===== config.mk =====
export PLATFORM = sky130hd
export DESIGN_NAME = mii_conv_cfg_bank
export DESIGN_NICKNAME = d
export VERILOG_FILES = /design/src/rtl/mii_conv_cfg_pkg.sv /design/src/rtl/cfg_key_unlock.sv /design/src/rtl/cfg_port_regs.sv /design/src/rtl/mii_conv_cfg_bank.sv
export SDC_FILE = /design/constraint.sdc
export NUM_CORES = 1
export LEC_CHECK = 0
export ABC_AREA = 1
export BUFFER_PORTS_ARGS = -buffer_cell sky130_fd_sc_hd__buf_2
export CORE_ASPECT_RATIO = 0.5
export CORE_MARGIN = 2
export CORE_UTILIZATION = 49
export DETAILED_ROUTE_END_ITERATION = 16
export GPL_TIMING_DRIVEN = 0
export PLACE_DENSITY = 0.92
export SLEW_MARGIN = 20
export SYNTH_ARGS = -nofsm -noshare
export SYNTH_HDL_FRONTEND = slang
export SYNTH_SLANG_ARGS = --single-unit

===== constraint.sdc =====
create_clock -name clk -period 2.28 [get_ports clk]
set_input_delay 0.114 -clock clk [delete_from_list [all_inputs] [get_ports clk]]
set_output_delay 0.114 -clock clk [all_outputs]
set_load 0.03 [all_outputs]

===== src/rtl/mii_conv_cfg_pkg.sv =====
package mii_conv_cfg_pkg;

  localparam int OFF_CMD   = 'h000;
  localparam int OFF_ID    = 'h004;
  localparam int OFF_MODE  = 'h008;
  localparam int OFF_PORT  = 'h100;
  localparam int OFF_RUN   = 'h114;
  localparam int OFF_SWSPD = 'h304;
  localparam int OFF_SWDUP = 'h308;

  localparam logic [31:0] KEY_W0 = 32'h0000_00A5;
  localparam logic [31:0] KEY_W1 = 32'h0000_0001;
  localparam logic [31:0] KEY_W2 = 32'h0000_FFFE;
  localparam logic [31:0] KEY_W3 = 32'h0000_0001;
  localparam logic [31:0] CLOSE_WORD = 32'h0000_0000;

  localparam int KEY_LEN = 4;
  localparam int STEP_W  = $clog2(KEY_LEN);

  function automatic logic [31:0] key_word(input logic [STEP_W-1:0] step);
    case (step)
      2'd0:    return KEY_W0;
      2'd1:    return KEY_W1;
      2'd2:    return KEY_W2;
      default: return KEY_W3;
    endcase
  endfunction

endpackage


===== src/rtl/cfg_key_unlock.sv =====
module cfg_key_unlock
  import mii_conv_cfg_pkg::*;
(
  input  logic        clk,
  input  logic        rst_n,
  input  logic        cmd_wr,
  input  logic [31:0] cmd_data,
  output logic        bank_open
);

  logic [STEP_W-1:0] step_q;
  logic              open_q;
  logic              is_match;
  logic              is_last;

  assign is_match  = (cmd_data == key_word(step_q));
  assign is_last   = (step_q == STEP_W'(KEY_LEN - 1));
  assign bank_open = open_q;

  always_ff @(posedge clk or negedge rst_n) begin
    if (!rst_n) begin
      step_q <= '0;
      open_q <= 1'b0;
    end else if (cmd_wr) begin
      if (cmd_data == CLOSE_WORD) begin
        open_q <= 1'b0;
        step_q <= '0;
      end else if (is_match) begin
        if (is_last) begin
          open_q <= 1'b1;
          step_q <= '0;
        end else begin
          step_q <= step_q + 1'b1;
        end
      end else begin
        // a mismatch restarts; the first key word starts a new attempt
        step_q <= (cmd_data == KEY_W0) ? STEP_W'(1) : '0;
      end
    end
  end

endmodule


===== src/rtl/cfg_port_regs.sv =====
module cfg_port_regs (
  input  logic        clk,
  input  logic        rst_n,
  input  logic        wr_en,
  input  logic [1:0]  wr_speed,
  input  logic [1:0]  wr_ifmode,
  input  logic        wr_fdup,
  input  logic [3:0]  stat_in,
  output logic [1:0]  speed,
  output logic [1:0]  ifmode,
  output logic        full_dup,
  output logic [31:0] rd_word
);

  always_ff @(posedge clk or negedge rst_n) begin
    if (!rst_n) begin
      speed    <= '0;
      ifmode   <= '0;
      full_dup <= 1'b0;
    end else if (wr_en) begin
      speed    <= wr_speed;
      ifmode   <= wr_ifmode;
      full_dup <= wr_fdup;
    end
  end

  always_comb begin
    rd_word        = '0;
    rd_word[1:0]   = speed;
    rd_word[3:2]   = ifmode;
    rd_word[8]     = full_dup;
    rd_word[15:12] = stat_in;
  end

endmodule


===== src/rtl/mii_conv_cfg_bank.sv =====
module mii_conv_cfg_bank
  import mii_conv_cfg_pkg::*;
#(
  parameter int          NUM_PORTS = 5,
  parameter int          MODE_W    = 5,
  parameter int          SW_W      = 16,
  parameter int          ADDR_W    = 12,
  parameter logic [31:0] ID_VALUE  = 32'h0000_0C51
) (
  input  logic                   clk,
  input  logic                   rst_n,
  input  logic                   bus_wr,
  input  logic [ADDR_W-1:0]      bus_addr,
  input  logic [31:0]            bus_wdata,
  output logic [31:0]            bus_rdata,
  input  logic [4*NUM_PORTS-1:0] link_stat_in,
  output logic [MODE_W-1:0]      mux_mode,
  output logic [2*NUM_PORTS-1:0] port_speed,
  output logic [2*NUM_PORTS-1:0] port_ifmode,
  output logic [NUM_PORTS-1:0]   port_full_dup,
  output logic [NUM_PORTS-1:0]   port_run,
  output logic [SW_W-1:0]        sw_speed_ctl,
  output logic [SW_W-1:0]        sw_dup_ctl
);

  localparam logic [ADDR_W-1:0] A_CMD   = ADDR_W'(OFF_CMD);
  localparam logic [ADDR_W-1:0] A_ID    = ADDR_W'(OFF_ID);
  localparam logic [ADDR_W-1:0] A_MODE  = ADDR_W'(OFF_MODE);
  localparam logic [ADDR_W-1:0] A_RUN   = ADDR_W'(OFF_RUN);
  localparam logic [ADDR_W-1:0] A_SWSPD = ADDR_W'(OFF_SWSPD);
  localparam logic [ADDR_W-1:0] A_SWDUP = ADDR_W'(OFF_SWDUP);

  logic                 wr_open;
  logic                 cmd_wr;
  logic                 cfg_wr;
  logic [NUM_PORTS-1:0] hit_port;
  logic [31:0]          port_word [NUM_PORTS];
  logic [MODE_W-1:0]    mode_q;
  logic [NUM_PORTS-1:0] run_q;
  logic [SW_W-1:0]      swspd_q;
  logic [SW_W-1:0]      swdup_q;

  assign cmd_wr = bus_wr && (bus_addr == A_CMD);
  assign cfg_wr = bus_wr && wr_open;

  cfg_key_unlock u_key (
    .clk       (clk),
    .rst_n     (rst_n),
    .cmd_wr    (cmd_wr),
    .cmd_data  (bus_wdata),
    .bank_open (wr_open)
  );

  for (genvar p = 0; p < NUM_PORTS; p++) begin : g_port
    assign hit_port[p] = (bus_addr == ADDR_W'(OFF_PORT + 4 * p));

    cfg_port_regs u_port (
      .clk       (clk),
      .rst_n     (rst_n),
      .wr_en     (cfg_wr && hit_port[p]),
      .wr_speed  (bus_wdata[1:0]),
      .wr_ifmode (bus_wdata[3:2]),
      .wr_fdup   (bus_wdata[8]),
      .stat_in   (link_stat_in[4*p +: 4]),
      .speed     (port_speed[2*p +: 2]),
      .ifmode    (port_ifmode[2*p +: 2]),
      .full_dup  (port_full_dup[p]),
      .rd_word   (port_word[p])
    );
  end

  always_ff @(posedge clk or negedge rst_n) begin
    if (!rst_n) begin
      mode_q  <= '0;
      run_q   <= '0;
      swspd_q <= '0;
      swdup_q <= '0;
    end else if (cfg_wr) begin
      if (bus_addr == A_MODE)  mode_q  <= bus_wdata[MODE_W-1:0];
      if (bus_addr == A_RUN)   run_q   <= bus_wdata[NUM_PORTS-1:0];
      if (bus_addr == A_SWSPD) swspd_q <= bus_wdata[SW_W-1:0];
      if (bus_addr == A_SWDUP) swdup_q <= bus_wdata[SW_W-1:0];
    end
  end

  assign mux_mode     = mode_q;
  assign port_run     = run_q;
  assign sw_speed_ctl = swspd_q;
  assign sw_dup_ctl   = swdup_q;

  always_comb begin
    bus_rdata = '0;
    if (bus_addr == A_ID)    bus_rdata = ID_VALUE;
    if (bus_addr == A_MODE)  bus_rdata[MODE_W-1:0]    = mode_q;
    if (bus_addr == A_RUN)   bus_rdata[NUM_PORTS-1:0] = run_q;
    if (bus_addr == A_SWSPD) bus_rdata[SW_W-1:0]      = swspd_q;
    if (bus_addr == A_SWDUP) bus_rdata[SW_W-1:0]      = swdup_q;
    for (int p = 0; p < NUM_PORTS; p++) begin
      if (hit_port[p]) bus_rdata = port_word[p];
    end
  end

endmodule


# == Word level (Yosys, flattened, before mapping) ==
# Cells that the tools add are included.
# totals
input_bits,67
regBits,70
# op_classes
n_addsub,1
n_eq_ne,14
mux,18
reduce_logical,17
# ops
op,n
2-to-1 mux 32 bit,5
== test 12 x 9 -> 1 bit (second input constant),6
== test 32 x 16 -> 1 bit,1
== test 32 x 8 -> 1 bit (second input constant),1
zero test 32 bit,1
2-to-1 mux 16 bit,2
one-hot mux 16 bit (2 select lines),1
== test 12 x 10 -> 1 bit (second input constant),2
== test 12 x 3 -> 1 bit (second input constant),1
== test 12 x 4 -> 1 bit (second input constant),1
zero test 12 bit,1
2-to-1 mux 12 bit,1
2-to-1 mux 5 bit,2
AND reduction 2 bit,4
logical AND 1 bit,7
2-to-1 mux 2 bit,3
== test 2 bit (second input constant),2
2-to-1 mux 1 bit,4
nonzero test 2 bit,2
AND reduction 3 bit,1
adder 2 x 1 -> 2 bit (second input constant),1
zero test 2 bit,1

# == Logic depth before layout (Yosys ltp) ==
# depth
depth_word,11
mapped_depth,15
ltp_nobuf,14

# == Hierarchy ==
# A second synthesis with hierarchy kept.
# hier_totals
hier_cells,898
area_unflattened_um2,6029.5
# by_module_without_submodules
mod,n_inst,cells_each,area_per_inst_um2,seq_area_each_um2
mii_conv_cfg_bank,1,532,3400.8,1051.0
cfg_port_regs,5,54,429.2,125.1
cfg_key_unlock,1,96,483.0,75.1

# == Worst setup path before layout ==
# No wires, ideal clock.
# synth_timing
path_type,reg2reg
startpoint,reg u_key.step_q[0]
endpoint,reg u_key.step_q[0]
setup_ns,0.065
stages_incl_launch_ff,13
arrival_time_ns,1.628
path_slack_ns,0.587
path_cell_list,dfrtp_1 -> buf_2 -> inv_1 -> ha_1 -> buf_2 -> inv_1 -> nor3_1 -> nand3_1 -> o21ai_0 -> nand2_1 -> a21oi_1 -> nand3_1 -> nand2_1
# synth_via
elab_chain_len,5
elab_cells_between_ends,9
classes_between,add/sub: 1; eq/ne: 3; mux: 4; reduce/logical: 1
# synth_rtl
element,line_no,rtl
from (decl),cfg_key_unlock.sv:11,logic [STEP_W-1:0] step_q;
from (signal assigned),cfg_key_unlock.sv:33,step_q <= step_q + 1'b1;
from (signal assigned),cfg_key_unlock.sv:37,step_q <= (cmd_data == KEY_W0) ? STEP_W'(1) : '0;
== test 2 bit or zero test 2 bit (tied branches),mii_conv_cfg_pkg.sv:21,case (step)
one-hot mux 16 bit (2 select lines),mii_conv_cfg_pkg.sv:21,
== test 32 x 16 -> 1 bit,cfg_key_unlock.sv:16,assign is_match = (cmd_data == key_word(step_q));
2-to-1 mux 2 bit *,cfg_key_unlock.sv:28,end else if (is_match) begin
2-to-1 mux 2 bit *,cfg_key_unlock.sv:25,if (cmd_data == CLOSE_WORD) begin
# Every way passes the cells marked *; elsewhere a longest branch is shown, timed or not.
# A chain may end at the register's enable or synchronous reset.

# == Worst setup path in the final report ==
# Same ends and word-level chain as after synthesis.

==> results.cfg <==
[outcome]
status = finished, final reports clean

[clocking]
clk_latency_ns = 0.34
clk_path_buf_depth = 2
path_clk_slew_ns = 0.06
cts_tree = done
cts_inserted_buffers = 9
cts_htree_levels = 3
cts.sink_count = 70
cts.root.buffer_cell = clkbuf_16
postCtsSetupBuffers = 0

[cells_and_area]
layout-drive-gt1-share = 0.310
n_fill_cell = 688
final_util = 0.670
antenna_cells = 0
syn_to_final_growth_pct = 31.0
nets = 810
multi_input_area_um2 = 1990
seq_area_um2 = 1750
stdcell_area_um2 = 5410

[logic_synthesis]
synth_top_area_frac = 0.424
synth_area_leader_cell = dfrtp_1
synthCells = 563
synth_seq_cells = 70
seq_area_frac_synth = 0.424
synthTopCellsByArea = dfrtp_1 (42%), nand2_1 (16%), o21ai_0 (7.1%)
syn_area_um2 = 4130
synth_cell_types = 36
ys_warn_count = 0
synth.avg_cell_area_um2 = 7.34

[setup_path]
critPathCaptureType = flip-flop
cp_max_fo = 8
crit_arrival_ns = 2.30
startpoint_type = flip-flop
worstPathRequired_ns = 2.56
crit_type = flip-flop to flip-flop

[timing]
min_period_ns = 2.02
timing.setup.tns_ns = 0
worst_pin_slew_ns = 0.558
slew_viol_final = 0
rsz0062_at_grt = false
hold_viol = 0
setup_viol = 0
fmax_mhz = 496
finClkSkew_ns = 0.00454
period_share = 0.885
slew_headroom = 0.628

[route]
drtAntennaViolNets = 0
drt-total-wl_um = 12600
drt_iter0_drc = 457
drt_first_pass_iters = 5
num_vias = 4524
avgViaCountPerCell = 5.28
route.detailed.wl_per_inst_um = 14.7
drc = 0

[floorplanning]
die_x_um = 134
core_area_um2 = 8090
ios = 166
die_area_um2 = 9230
die_y_um = 68.9
num_rows = 23
start_util = 0.511

[flow_run]
maxCapViolCount = 0

[global_routing]
track_usage = 0.269
antenna_found_initial = 0
grt_pass1_vias = 3994
grt_max_degree = 60
grt_pass1_wl_um = 19000
gr-total-overflow = 0
gr-usage-met2 = 0.444
use_met1 = 0.343
busiest_layer = met2
met3_usage = 0.0746

[hold_path]
hold_path_class = primary input to flip-flop

[place]
portBuffers = 149
place_congestion = 0.952
place_area_um2 = 5100
dp_hpwl_um = 9480

[pwr]
cellPowerDensity_nw_per_um2 = 534
ir_drop_mv = 0.443
p_leak_uw = 0.00307
## routing by layer
| metal | share of wire | wire length (µm) |
|---|---|---|
| met3 | 0.092 | 1160 |
| met2 | 0.47 | 5910 |
| met5 | 0 | 0 |
| met1 | 0.41 | 5150 |
| met4 | 0.029 | 369 |
## critical path, cell delays in order (launching register included)
cell and delay (ns):
dfrtp_1 0.37, buf_2 0.18, inv_1 0.09, ha_1 0.14
buf_2 0.19, inv_1 0.09, nor3_1 0.13, nand3_1 0.08
o21ai_0 0.27, nand2_1 0.10, a21oi_1 0.14, nand3_1 0.10
nand2_1 0.07
## power breakdown
part	internal, µW	switching [µW]
logic	83.3	149
registers	1240	0.0000000000812
clock network	872	543
## flip-flops by register name (all words and copies together) (netlist names)
signal and cells:
sw_dup_ctl 16, sw_speed_ctl 16, g_port.u_port.ifmode 10, g_port.u_port.speed 10, g_port.u_port.full_dup 5, mux_mode 5, port_run 5, u_key.step_q 2
u_key.bank_open 1
## Yosys cell counts (all sizes together)
cell,count
nor3,5
nor2,46
ha,3
or2,1
nor4,3
o31ai,2
a32o,3
nand3,34
and2,1
inv,58
xor2,4
xnor2,3
o21bai,2
nand3b,2
nand4,15
conb,1
o21ai,82
dfrtp,70
o2111ai,1
nor2b,1
clkbuf,2
buf,32
and3,1
a21oi,11
nand2,180
## logic make-up after synthesis
kind of cell,after synthesis,synth area share
and+or+nand+nor,289,0.313
AOI/OAI and AO/OA,101,0.130
buffers and inverters,92,0.108
DFF,70,0.424
xor gates and xnor gates,7,0.0148
adders and majority gates,3,0.00909
other,1,0.000908
## final timing paths
| path | startpoint | endpoint | slack [ns] | cells after the start |
|---|---|---|---|---|
| worst min register to register | g_port[4].u_port.speed[1] | g_port[4].u_port.speed[1] | 0.51 | 2 |
| worst max register to register | u_key.step_q[0] | u_key.step_q[0] | 0.26 | 12 |
| worst max-delay path | u_key.step_q[0] | u_key.step_q[0] | 0.26 | 12 |
| worst min-delay path | bus_wdata[11] | sw_speed_ctl[11] | 0.09 | 3 |
| max in group asynchronous | rst_n | g_port[2].u_port.ifmode[0] | 1.59 | 3 |
| min in group asynchronous | rst_n | mux_mode[2] | 0.15 | 2 |
## what timing repair did
action,CTS,global route
hold buffers,1,0
setup endpoints to repair,0,0
hold endpoints to repair,70,0
gates resized for setup,0,0
## metrics by stage
step / power [µW] / hold slack [ns] / cells / worst slack (ns)
floorplan: 1370 / -0.182 / 578 / 0.587
global placement: 1480 / 0.436 / 839 / 0.350
detailed placement: 1490 / -0.0258 / 840 / 0.307
CTS: 2890 / 0.0875 / 857 / 0.280
global route: 2970 / 0.0989 / 857 / 0.0503
finish: 2890 / 0.0910 / 857 / 0.263
## area by class of cell
cell class | count | area share
Buffer | 34 | 0.0418
Timing Repair Buffer | 151 | 0.145
Multi-Input combinational cell | 416 | 0.368
Inverter | 58 | 0.0402
Tap cell | 112 | 0.0259
Clock buffer | 10 | 0.0441
Sequential cell | 70 | 0.324
Clock inverter | 6 | 0.0113
## cells in the final DEF, fill, tap and decap left out, types with 2 or more instances in the layout
cell and count:
nor2_1 37, clkbuf_1 2, inv_1 47, nor4_1 3, nor2_4 4, o21ai_0 59
inv_2 11, nand2_2 7, nor3_1 5, clkbuf_16 9, nand3b_1 2, nand3_1 32
a32o_1 3, clkinv_2 3, o31ai_1 2, ha_1 3, a21oi_1 11, nand3_2 2
xnor2_1 3, o21bai_1 2, nor2_2 4, nand2_4 2, dfrtp_1 70, o21ai_1 22
nand2_1 171, conb_1 16, xor2_1 4, nand4_1 15, buf_2 158, buf_4 22
(Power assumes the default switching activity.)
